**config.mk**
```make
export PLATFORM = sky130hd
export DESIGN_NAME = isp_target
export DESIGN_NICKNAME = d
export VERILOG_FILES = /design/src/rtl/isp_pkg.sv /design/src/rtl/isp_sync.sv /design/src/rtl/isp_ctrl.sv /design/src/rtl/isp_dp.sv /design/src/rtl/isp_target.sv
export SDC_FILE = /design/constraint.sdc
export NUM_CORES = 2
export LEC_CHECK = 0
export BUFFER_PORTS_ARGS = -buffer_cell sky130_fd_sc_hd__buf_2
export CORE_MARGIN = 8
export CORE_UTILIZATION = 45
export CTS_CLUSTER_DIAMETER = 40
export DETAILED_ROUTE_END_ITERATION = 8
export PLACE_DENSITY_LB_ADDON = 0.1
export SYNTH_ARGS = -nofsm -noshare
export SYNTH_HDL_FRONTEND = slang
export SYNTH_SLANG_ARGS = --single-unit
```
**constraint.sdc**
```tcl
create_clock -name clk -period 6.8 [get_ports clk]
set_clock_uncertainty 0.1 [all_clocks]
set_input_delay 0.34 -clock clk [delete_from_list [all_inputs] [get_ports clk]]
set_output_delay 0.34 -clock clk [all_outputs]
set_load 0.01 [all_outputs]
```
**src/rtl/isp_pkg.sv**
```systemverilog
package isp_pkg;

  localparam logic [7:0] OP_ENTRY   = 8'hAC;
  localparam logic [7:0] KEY_ENABLE = 8'h53;
  localparam logic [7:0] KEY_ERASE  = 8'h80;
  localparam logic [7:0] OP_PROG_WR = 8'h40;
  localparam logic [7:0] OP_PROG_RD = 8'h20;
  localparam logic [7:0] OP_EE_WR   = 8'hC0;
  localparam logic [7:0] OP_EE_RD   = 8'hA0;
  localparam logic [7:0] OP_POLL    = 8'hF0;

  typedef enum logic [1:0] {
    TX_ECHO,
    TX_PROG,
    TX_EE,
    TX_BUSY
  } txSel_e;

  typedef struct packed {
    logic        clrTx;
    logic        loadTx;
    logic        shiftTx;
    txSel_e      txSel;
    logic        wrProg;
    logic        wrEe;
    logic        eraseAll;
    logic        busyBit;
    logic [15:0] addr;
    logic [7:0]  data;
  } dpCmd_t;

endpackage

```
**src/rtl/isp_sync.sv**
```systemverilog
module isp_sync #(
  parameter int WIDTH  = 3,
  parameter int STAGES = 2
) (
  input  logic             clk,
  input  logic             rstN,
  input  logic [WIDTH-1:0] asyncIn,
  output logic [WIDTH-1:0] syncOut
);

  logic [WIDTH-1:0] stageQ [STAGES];

  generate
    for (genvar s = 0; s < STAGES; s++) begin : g_stage
      always_ff @(posedge clk or negedge rstN) begin
        if (!rstN) begin
          stageQ[s] <= '0;
        end else if (s == 0) begin
          stageQ[s] <= asyncIn;
        end else begin
          stageQ[s] <= stageQ[(s == 0) ? 0 : s - 1];
        end
      end
    end
  endgenerate

  assign syncOut = stageQ[STAGES-1];

endmodule

```
**src/rtl/isp_ctrl.sv**
```systemverilog
module isp_ctrl
  import isp_pkg::*;
#(
  parameter int SCK_MIN_CYCLES = 3,
  parameter int BUSY_CYCLES    = 200
) (
  input  logic   clk,
  input  logic   rstN,
  input  logic   holdS,
  input  logic   sckS,
  input  logic   mosiS,
  output dpCmd_t cmd
);

  localparam int PH_SAT = SCK_MIN_CYCLES + 1;
  localparam int PH_W   = $clog2(PH_SAT + 1);
  localparam int BW     = $clog2(BUSY_CYCLES + 1);

  logic            sckPrev;
  logic            sckRise;
  logic            sckFall;
  logic [4:0]      bitCnt;
  logic [1:0]      byteIdx;
  logic [7:0]      rxShift;
  logic [7:0]      rxNext;
  logic [7:0]      opByte;
  logic [7:0]      keyByte;
  logic [7:0]      loByte;
  logic            enabled;
  logic [BW-1:0]   busyCnt;
  logic            busy;
  logic            byteDone;
  logic            frameDone;
  logic            startOp;
  logic [PH_W-1:0] phaseCnt;

  assign sckRise   = sckS & ~sckPrev;
  assign sckFall   = ~sckS & sckPrev;
  assign byteIdx   = bitCnt[4:3];
  assign rxNext    = {rxShift[6:0], mosiS};
  assign byteDone  = holdS && sckRise && (bitCnt[2:0] == 3'd7);
  assign frameDone = byteDone && (byteIdx == 2'd3);
  assign busy      = (busyCnt != '0);

  always_ff @(posedge clk or negedge rstN) begin
    if (!rstN) begin
      sckPrev <= 1'b0;
    end else begin
      sckPrev <= sckS;
    end
  end

  // frame assembly
  always_ff @(posedge clk or negedge rstN) begin
    if (!rstN) begin
      bitCnt  <= '0;
      rxShift <= '0;
      opByte  <= '0;
      keyByte <= '0;
      loByte  <= '0;
      enabled <= 1'b0;
    end else if (!holdS) begin
      bitCnt  <= '0;
      rxShift <= '0;
      enabled <= 1'b0;
    end else if (sckRise) begin
      bitCnt  <= bitCnt + 5'd1;
      rxShift <= rxNext;
      if (bitCnt[2:0] == 3'd7) begin
        case (byteIdx)
          2'd0:    opByte  <= rxNext;
          2'd1:    keyByte <= rxNext;
          2'd2:    loByte  <= rxNext;
          default: ;
        endcase
      end
      if (frameDone && opByte == OP_ENTRY && keyByte == KEY_ENABLE) begin
        enabled <= 1'b1;
      end
    end
  end

  // busy window of the self-timed operation
  always_ff @(posedge clk or negedge rstN) begin
    if (!rstN) begin
      busyCnt <= '0;
    end else if (startOp) begin
      busyCnt <= BW'(BUSY_CYCLES);
    end else if (busy) begin
      busyCnt <= busyCnt - 1'b1;
    end
  end

  // phase length monitor for the input assumption on sck
  always_ff @(posedge clk or negedge rstN) begin
    if (!rstN) begin
      phaseCnt <= PH_W'(PH_SAT);
    end else if (sckS != sckPrev) begin
      phaseCnt <= PH_W'(1);
    end else if (phaseCnt < PH_W'(PH_SAT)) begin
      phaseCnt <= phaseCnt + 1'b1;
    end
  end

  // decode into datapath strobes
  always_comb begin
    cmd         = '0;
    cmd.clrTx   = !holdS;
    cmd.shiftTx = holdS && sckFall;
    cmd.loadTx  = byteDone;
    cmd.busyBit = busy;
    cmd.txSel   = TX_ECHO;
    cmd.data    = rxNext;
    cmd.addr    = (byteIdx == 2'd2) ? {keyByte, rxNext} : {keyByte, loByte};
    if (byteIdx == 2'd2 && enabled) begin
      case (opByte)
        OP_PROG_RD: cmd.txSel = TX_PROG;
        OP_EE_RD:   cmd.txSel = TX_EE;
        OP_POLL:    cmd.txSel = TX_BUSY;
        default:    cmd.txSel = TX_ECHO;
      endcase
    end
    if (frameDone && enabled && !busy) begin
      case (opByte)
        OP_PROG_WR: cmd.wrProg   = 1'b1;
        OP_EE_WR:   cmd.wrEe     = 1'b1;
        OP_ENTRY:   cmd.eraseAll = (keyByte == KEY_ERASE);
        default:    ;
      endcase
    end
  end

  assign startOp = cmd.wrProg | cmd.wrEe | cmd.eraseAll;

  assert_sck_phase_R10: assert property (@(posedge clk) disable iff (!rstN)
    (sckS != sckPrev) |-> (phaseCnt > PH_W'(SCK_MIN_CYCLES)));

  assert_enable_clear_R9: assert property (@(posedge clk) disable iff (!rstN)
    !holdS |=> (!enabled && bitCnt == 5'd0));

  assert_busy_after_write_R8: assert property (@(posedge clk) disable iff (!rstN)
    startOp |=> busy);

endmodule

```
**src/rtl/isp_dp.sv**
```systemverilog
module isp_dp
  import isp_pkg::*;
#(
  parameter int PROG_DEPTH = 64,
  parameter int EE_DEPTH   = 32
) (
  input  logic   clk,
  input  logic   rstN,
  input  dpCmd_t cmd,
  output logic   miso
);

  localparam int PA_W = $clog2(PROG_DEPTH);
  localparam int EA_W = $clog2(EE_DEPTH);

  logic [7:0]      progMem [PROG_DEPTH];
  logic [7:0]      eeMem   [EE_DEPTH];
  logic [PA_W-1:0] pIdx;
  logic [EA_W-1:0] eIdx;
  logic [7:0]      txByte;
  logic [7:0]      txShift;
  logic            misoQ;

  assign pIdx = PA_W'(cmd.addr % 16'(PROG_DEPTH));
  assign eIdx = EA_W'(cmd.addr % 16'(EE_DEPTH));

  always_ff @(posedge clk or negedge rstN) begin
    if (!rstN) begin
      for (int i = 0; i < PROG_DEPTH; i++) progMem[i] <= 8'hFF;
    end else if (cmd.eraseAll) begin
      for (int i = 0; i < PROG_DEPTH; i++) progMem[i] <= 8'hFF;
    end else if (cmd.wrProg) begin
      progMem[pIdx] <= progMem[pIdx] & cmd.data;
    end
  end

  always_ff @(posedge clk or negedge rstN) begin
    if (!rstN) begin
      for (int i = 0; i < EE_DEPTH; i++) eeMem[i] <= 8'hFF;
    end else if (cmd.eraseAll) begin
      for (int i = 0; i < EE_DEPTH; i++) eeMem[i] <= 8'hFF;
    end else if (cmd.wrEe) begin
      eeMem[eIdx] <= cmd.data;
    end
  end

  always_comb begin
    case (cmd.txSel)
      TX_PROG: txByte = progMem[pIdx];
      TX_EE:   txByte = eeMem[eIdx];
      TX_BUSY: txByte = {7'd0, cmd.busyBit};
      default: txByte = cmd.data;
    endcase
  end

  always_ff @(posedge clk or negedge rstN) begin
    if (!rstN) begin
      txShift <= '0;
      misoQ   <= 1'b0;
    end else if (cmd.clrTx) begin
      txShift <= '0;
      misoQ   <= 1'b0;
    end else if (cmd.loadTx) begin
      txShift <= txByte;
    end else if (cmd.shiftTx) begin
      misoQ   <= txShift[7];
      txShift <= {txShift[6:0], 1'b0};
    end
  end

  assign miso = misoQ;

  assert_miso_quiet_R2: assert property (@(posedge clk) disable iff (!rstN)
    (!cmd.shiftTx && !cmd.clrTx) |=> $stable(misoQ));

  assert_erase_fill_R4: assert property (@(posedge clk) disable iff (!rstN)
    cmd.eraseAll |=> (progMem[0] == 8'hFF && progMem[PROG_DEPTH-1] == 8'hFF
                      && eeMem[0] == 8'hFF && eeMem[EE_DEPTH-1] == 8'hFF));

  assert_ee_replace_R6: assert property (@(posedge clk) disable iff (!rstN)
    cmd.wrEe |=> (eeMem[$past(eIdx)] == $past(cmd.data)));

  assert_prog_and_R5: assert property (@(posedge clk) disable iff (!rstN)
    cmd.wrProg |=> ((progMem[$past(pIdx)] & ~$past(progMem[pIdx])) == 8'h00));

endmodule

```
**src/rtl/isp_target.sv**
```systemverilog
module isp_target #(
  parameter int PROG_DEPTH     = 64,
  parameter int EE_DEPTH       = 32,
  parameter int SCK_MIN_CYCLES = 3,
  parameter int BUSY_CYCLES    = 200
) (
  input  logic clk,
  input  logic rstN,
  input  logic holdInReset,
  input  logic sck,
  input  logic mosi,
  output logic miso
);

  isp_pkg::dpCmd_t cmd;
  logic [2:0]      syncVec;

  isp_sync #(.WIDTH(3), .STAGES(2)) u_sync (
    .clk     (clk),
    .rstN    (rstN),
    .asyncIn ({holdInReset, sck, mosi}),
    .syncOut (syncVec)
  );

  isp_ctrl #(
    .SCK_MIN_CYCLES (SCK_MIN_CYCLES),
    .BUSY_CYCLES    (BUSY_CYCLES)
  ) u_ctrl (
    .clk   (clk),
    .rstN  (rstN),
    .holdS (syncVec[2]),
    .sckS  (syncVec[1]),
    .mosiS (syncVec[0]),
    .cmd   (cmd)
  );

  isp_dp #(
    .PROG_DEPTH (PROG_DEPTH),
    .EE_DEPTH   (EE_DEPTH)
  ) u_dp (
    .clk  (clk),
    .rstN (rstN),
    .cmd  (cmd),
    .miso (miso)
  );

endmodule

```
==> run metrics <==
Tcrit/Tclk final=83.1%; power per cell area=278 nW/um2; worst reg-to-reg setup slack=1.15 ns; multi-input combinational cell area=15900 um2; CTS tree=yes; cell area after layout=44900 um2; Compound-Gate Fraction of Synth Area=16.4%; first-pass GRT wire length=191000 um; outcome=complete, no violations; DP HPWL=77000 um; Net Count, Synth=3801; critical-path cell list=nand2b_1, mux2i_1, nor2_2, o21ai_0, nand4_1, nor4b_1, a31oi_4, buf_4, a21oi_1; WL final=125000 um; Detail Route Antenna Nets=0; Max Fclk=0.177 GHz; P_leak=18.7 nW; DRC Markers=0; peak supply drop=0.260 mV; Worst-Margin Slew=1.32 ns; first-pass iteration count of the detailed router=5; vias in the first global route=30200; Post-CTS Setup Bufs=0; DIE AREA=96700 um2; critical path endpoint category=flip-flop; I/O pin count=6; GR Util All Layers=25.2%; Crit-path slowest cell=nor2_2; Final Setup Violations=0; Synthesis Warnings=0; chip height=311 um; # clock sinks=827; Post-Synth Adder-Cell Area=0.0958%; Initial DRC Count=2670; CTS resizes=0; via total after detailed routing=30500; area grow syn2layout=14.6%; number of antenna diodes=0; Worst-Skew Late Latency=0.71 ns; Hold Path Sink=u_sync.stageQ[4]$_DFF_PN0_; initial antenna violation count=1; total gr overflow=0; CTS Buffer Depth=3; startpoint types=flip-flop; Root Buffer=clkbuf_16; core area=86500 um2; max-cap violations=0; number of placement rows=108; crit path max fanout=35; post-synthesis xor/xnor area fraction=0.157%; Hold Crit Class=in -> reg; hold depth=2; fin nets=3665; Max H-tree Level=4; fill count=7585; die width=311 um; Syn Area/Cell=10.3 um2; drt wl/cell=25.5 um; slowest stage delay, CP=1.10 ns; Final Max Slew Viols=0; Simple-Gate Fraction of Synth Area=16.3%; hold_sp=sck; register area share after synthesis=55.3%; Crit Path Class=reg -> reg; hold_buf cts=4; crit path from=u_ctrl.bitCnt[3]$_DFFE_PN0P_; Hold Vio Cnt, Final=0; Worst R2R Path Depth=9; Port Buffers=5; cells after synthesis=3793; Critical Path RT=7.30 ns; layout cells sized above 1=32.7%; Critical R2R Launch=u_ctrl.bitCnt[3]$_DFFE_PN0P_; Placed Area=39900 um2; min Tclk post-route=5.65 ns; CTS Buf Count=137; max_slew headroom=11.6%; Worst-path clk slew=0.05 ns; FF+latch area=21700 um2; Avg Vias per Cell=6.19; Cell variety after synth=51; flops & latches, synth=827; RSZ-0062 raised after global routing=false; RePlAce Congestion=0.859; Setup Total Neg Slack=0 ns; main combinational cell family by area after synthesis=compound AO/OA/AOI/OAI gates; starting density of the core=45.3%; reg-to-reg critical path endpoint=u_dp.progMem[106]$_DFFE_PN1P_; mux cell area share after synthesis=7.25%; largest net degree at the start of global routing=158; mapped cell area=39200 um2; crit path DAT=6.16 ns
[worst max path at each step]
stage | endpoint | slack, ns | depth (start not counted)
after global routing | u_dp.progMem[106]$_DFFE_PN1P_ | 0.96 | 9
after CTS | u_dp.progMem[106]$_DFFE_PN1P_ | 1.28 | 9
after global placement | u_dp.progMem[362]$_DFFE_PN1P_ | 1.38 | 9
after detailed placement | u_dp.progMem[178]$_DFFE_PN1P_ | 1.26 | 9
final | u_dp.progMem[106]$_DFFE_PN1P_ | 1.15 | 9
after floorplan | u_dp.eeMem[72]$_DFFE_PN1P_ | 3.62 | 11
[sequential cells by signal, indices dropped and copies added (netlist names), 3 cells and up]
register and cells:
u_dp.progMem 512, u_dp.eeMem 256, u_ctrl.busyCnt 8, u_ctrl.keyByte 8
u_ctrl.opByte 8, u_dp.txShift 8, u_ctrl.rxShift 7, u_ctrl.loByte 6
u_ctrl.bitCnt 5, u_sync.stageQ 3, u_sync.syncOut 3
[power breakdown]
group | internal [mW] | leakage [nW] | switching [mW]
Combinational | 0.0148 | 7.55 | 0.114
Clock | 4.89 | 2.38 | 2.49
Sequential | 4.95 | 8.72 | 0.00908
Total | 9.85 | 18.7 | 2.62
[layout by cell type (no fill, tap or decap), types with 20 or more instances in the layout]
master	instances
dfstp_2	768
nor3_1	527
a21oi_1	519
o22ai_1	385
nand2_1	361
mux2i_1	260
o21ai_0	218
clkbuf_16	143
dfrtp_1	56
buf_4	54
nor2_4	49
nor2_8	41
nand4_1	30
nor2_1	29
bufinv_16	22
nand3_1	20
[kinds of logic (layout without fill, tap and decap cells)]
| family | after synthesis | in the layout |
|---|---|---|
| AO/OA/AOI/OAI | 1166 | 1166 |
| AND/OR/NAND/NOR | 1141 | 1141 |
| flip-flops | 827 | 827 |
| buffers and inverters | 368 | 344 |
| multiplexers | 281 | 281 |
| XOR/XNOR | 7 | 7 |
| adder cells (fa/ha/maj) | 3 | 3 |
[cells in the mapped netlist (all sizes together)]
cell,n,share of area [%]
dfstp,768,52
nor3,527,6.7
a21oi,519,6.6
o22ai,385,6.1
nand2,363,3.5
mux2i,261,6.7
o21ai,224,2.9
buf,184,2.7
clkbuf,172,1.7
nor2,133,4.0
dfrtp,59,3.8
nand4,30,0.48
nand3,21,0.27
mux2,20,0.58
a31oi,13,0.27
and3,13,0.21
nor4b,13,0.33
inv,12,0.12
a21boi,10,0.19
a22oi,9,0.17
and2,9,0.14
nor4,9,0.18
nand2b,7,0.11
xnor2,7,0.16
ha,3,0.096
nand3b,3,0.12
nor2b,3,0.048
nor4bb,3,0.077
o21a,3,0.058
and3b,2,0.045
a21o,1,0.019
a31o,1,0.022
and4b,1,0.026
o31a,1,0.022
or2,1,0.016
or3,1,0.016
or3b,1,0.029
or4b,1,0.026
[critical path, delay by kind of cell, from the launching register on]
kind                   cells  cell delay, ns
AOI/OAI and AO/OA          3            1.56
and+or+nand+nor            4            2.45
buffers and inverters      1            0.50
DFF                        1            0.52
muxes                      1            0.38
[stage by stage]
step	hold slack (ns)	worst slack [ns]	utilization [%]	instances	total power, mW
final	0.178	1.15	51.9	4924	12.5
after global routing	0.164	0.959	51.9	4924	12.8
after CTS	0.135	1.28	51.9	4923	12.6
after detailed placement	0.239	1.26	46.1	4668	5.16
after global placement	0.237	1.38	46.1	4668	5.16
after floorplan	-0.0556	3.62	-	3793	5.04
[cell type report]
cell class | instances | area share, %
sequential | 827 | 48.3
inverter | 12 | 0.100
clock inverter | 76 | 2.39
timing repair buffer | 81 | 1.87
tap | 1155 | 3.22
multi-input combinational | 2598 | 35.5
clock buffer | 175 | 8.64
[per-layer routing]
layer | routed length [um] | track usage (%) | vias to the layer above
li1 | - | - | 13600
met1 | 54000 | 34.1 | 15500
met2 | 58800 | 39.8 | 1114
met3 | 7340 | 4.05 | 264
met4 | 5250 | 11.0 | 2
met5 | 13 | 0 | -
Power figures use the tool's default switching activity.
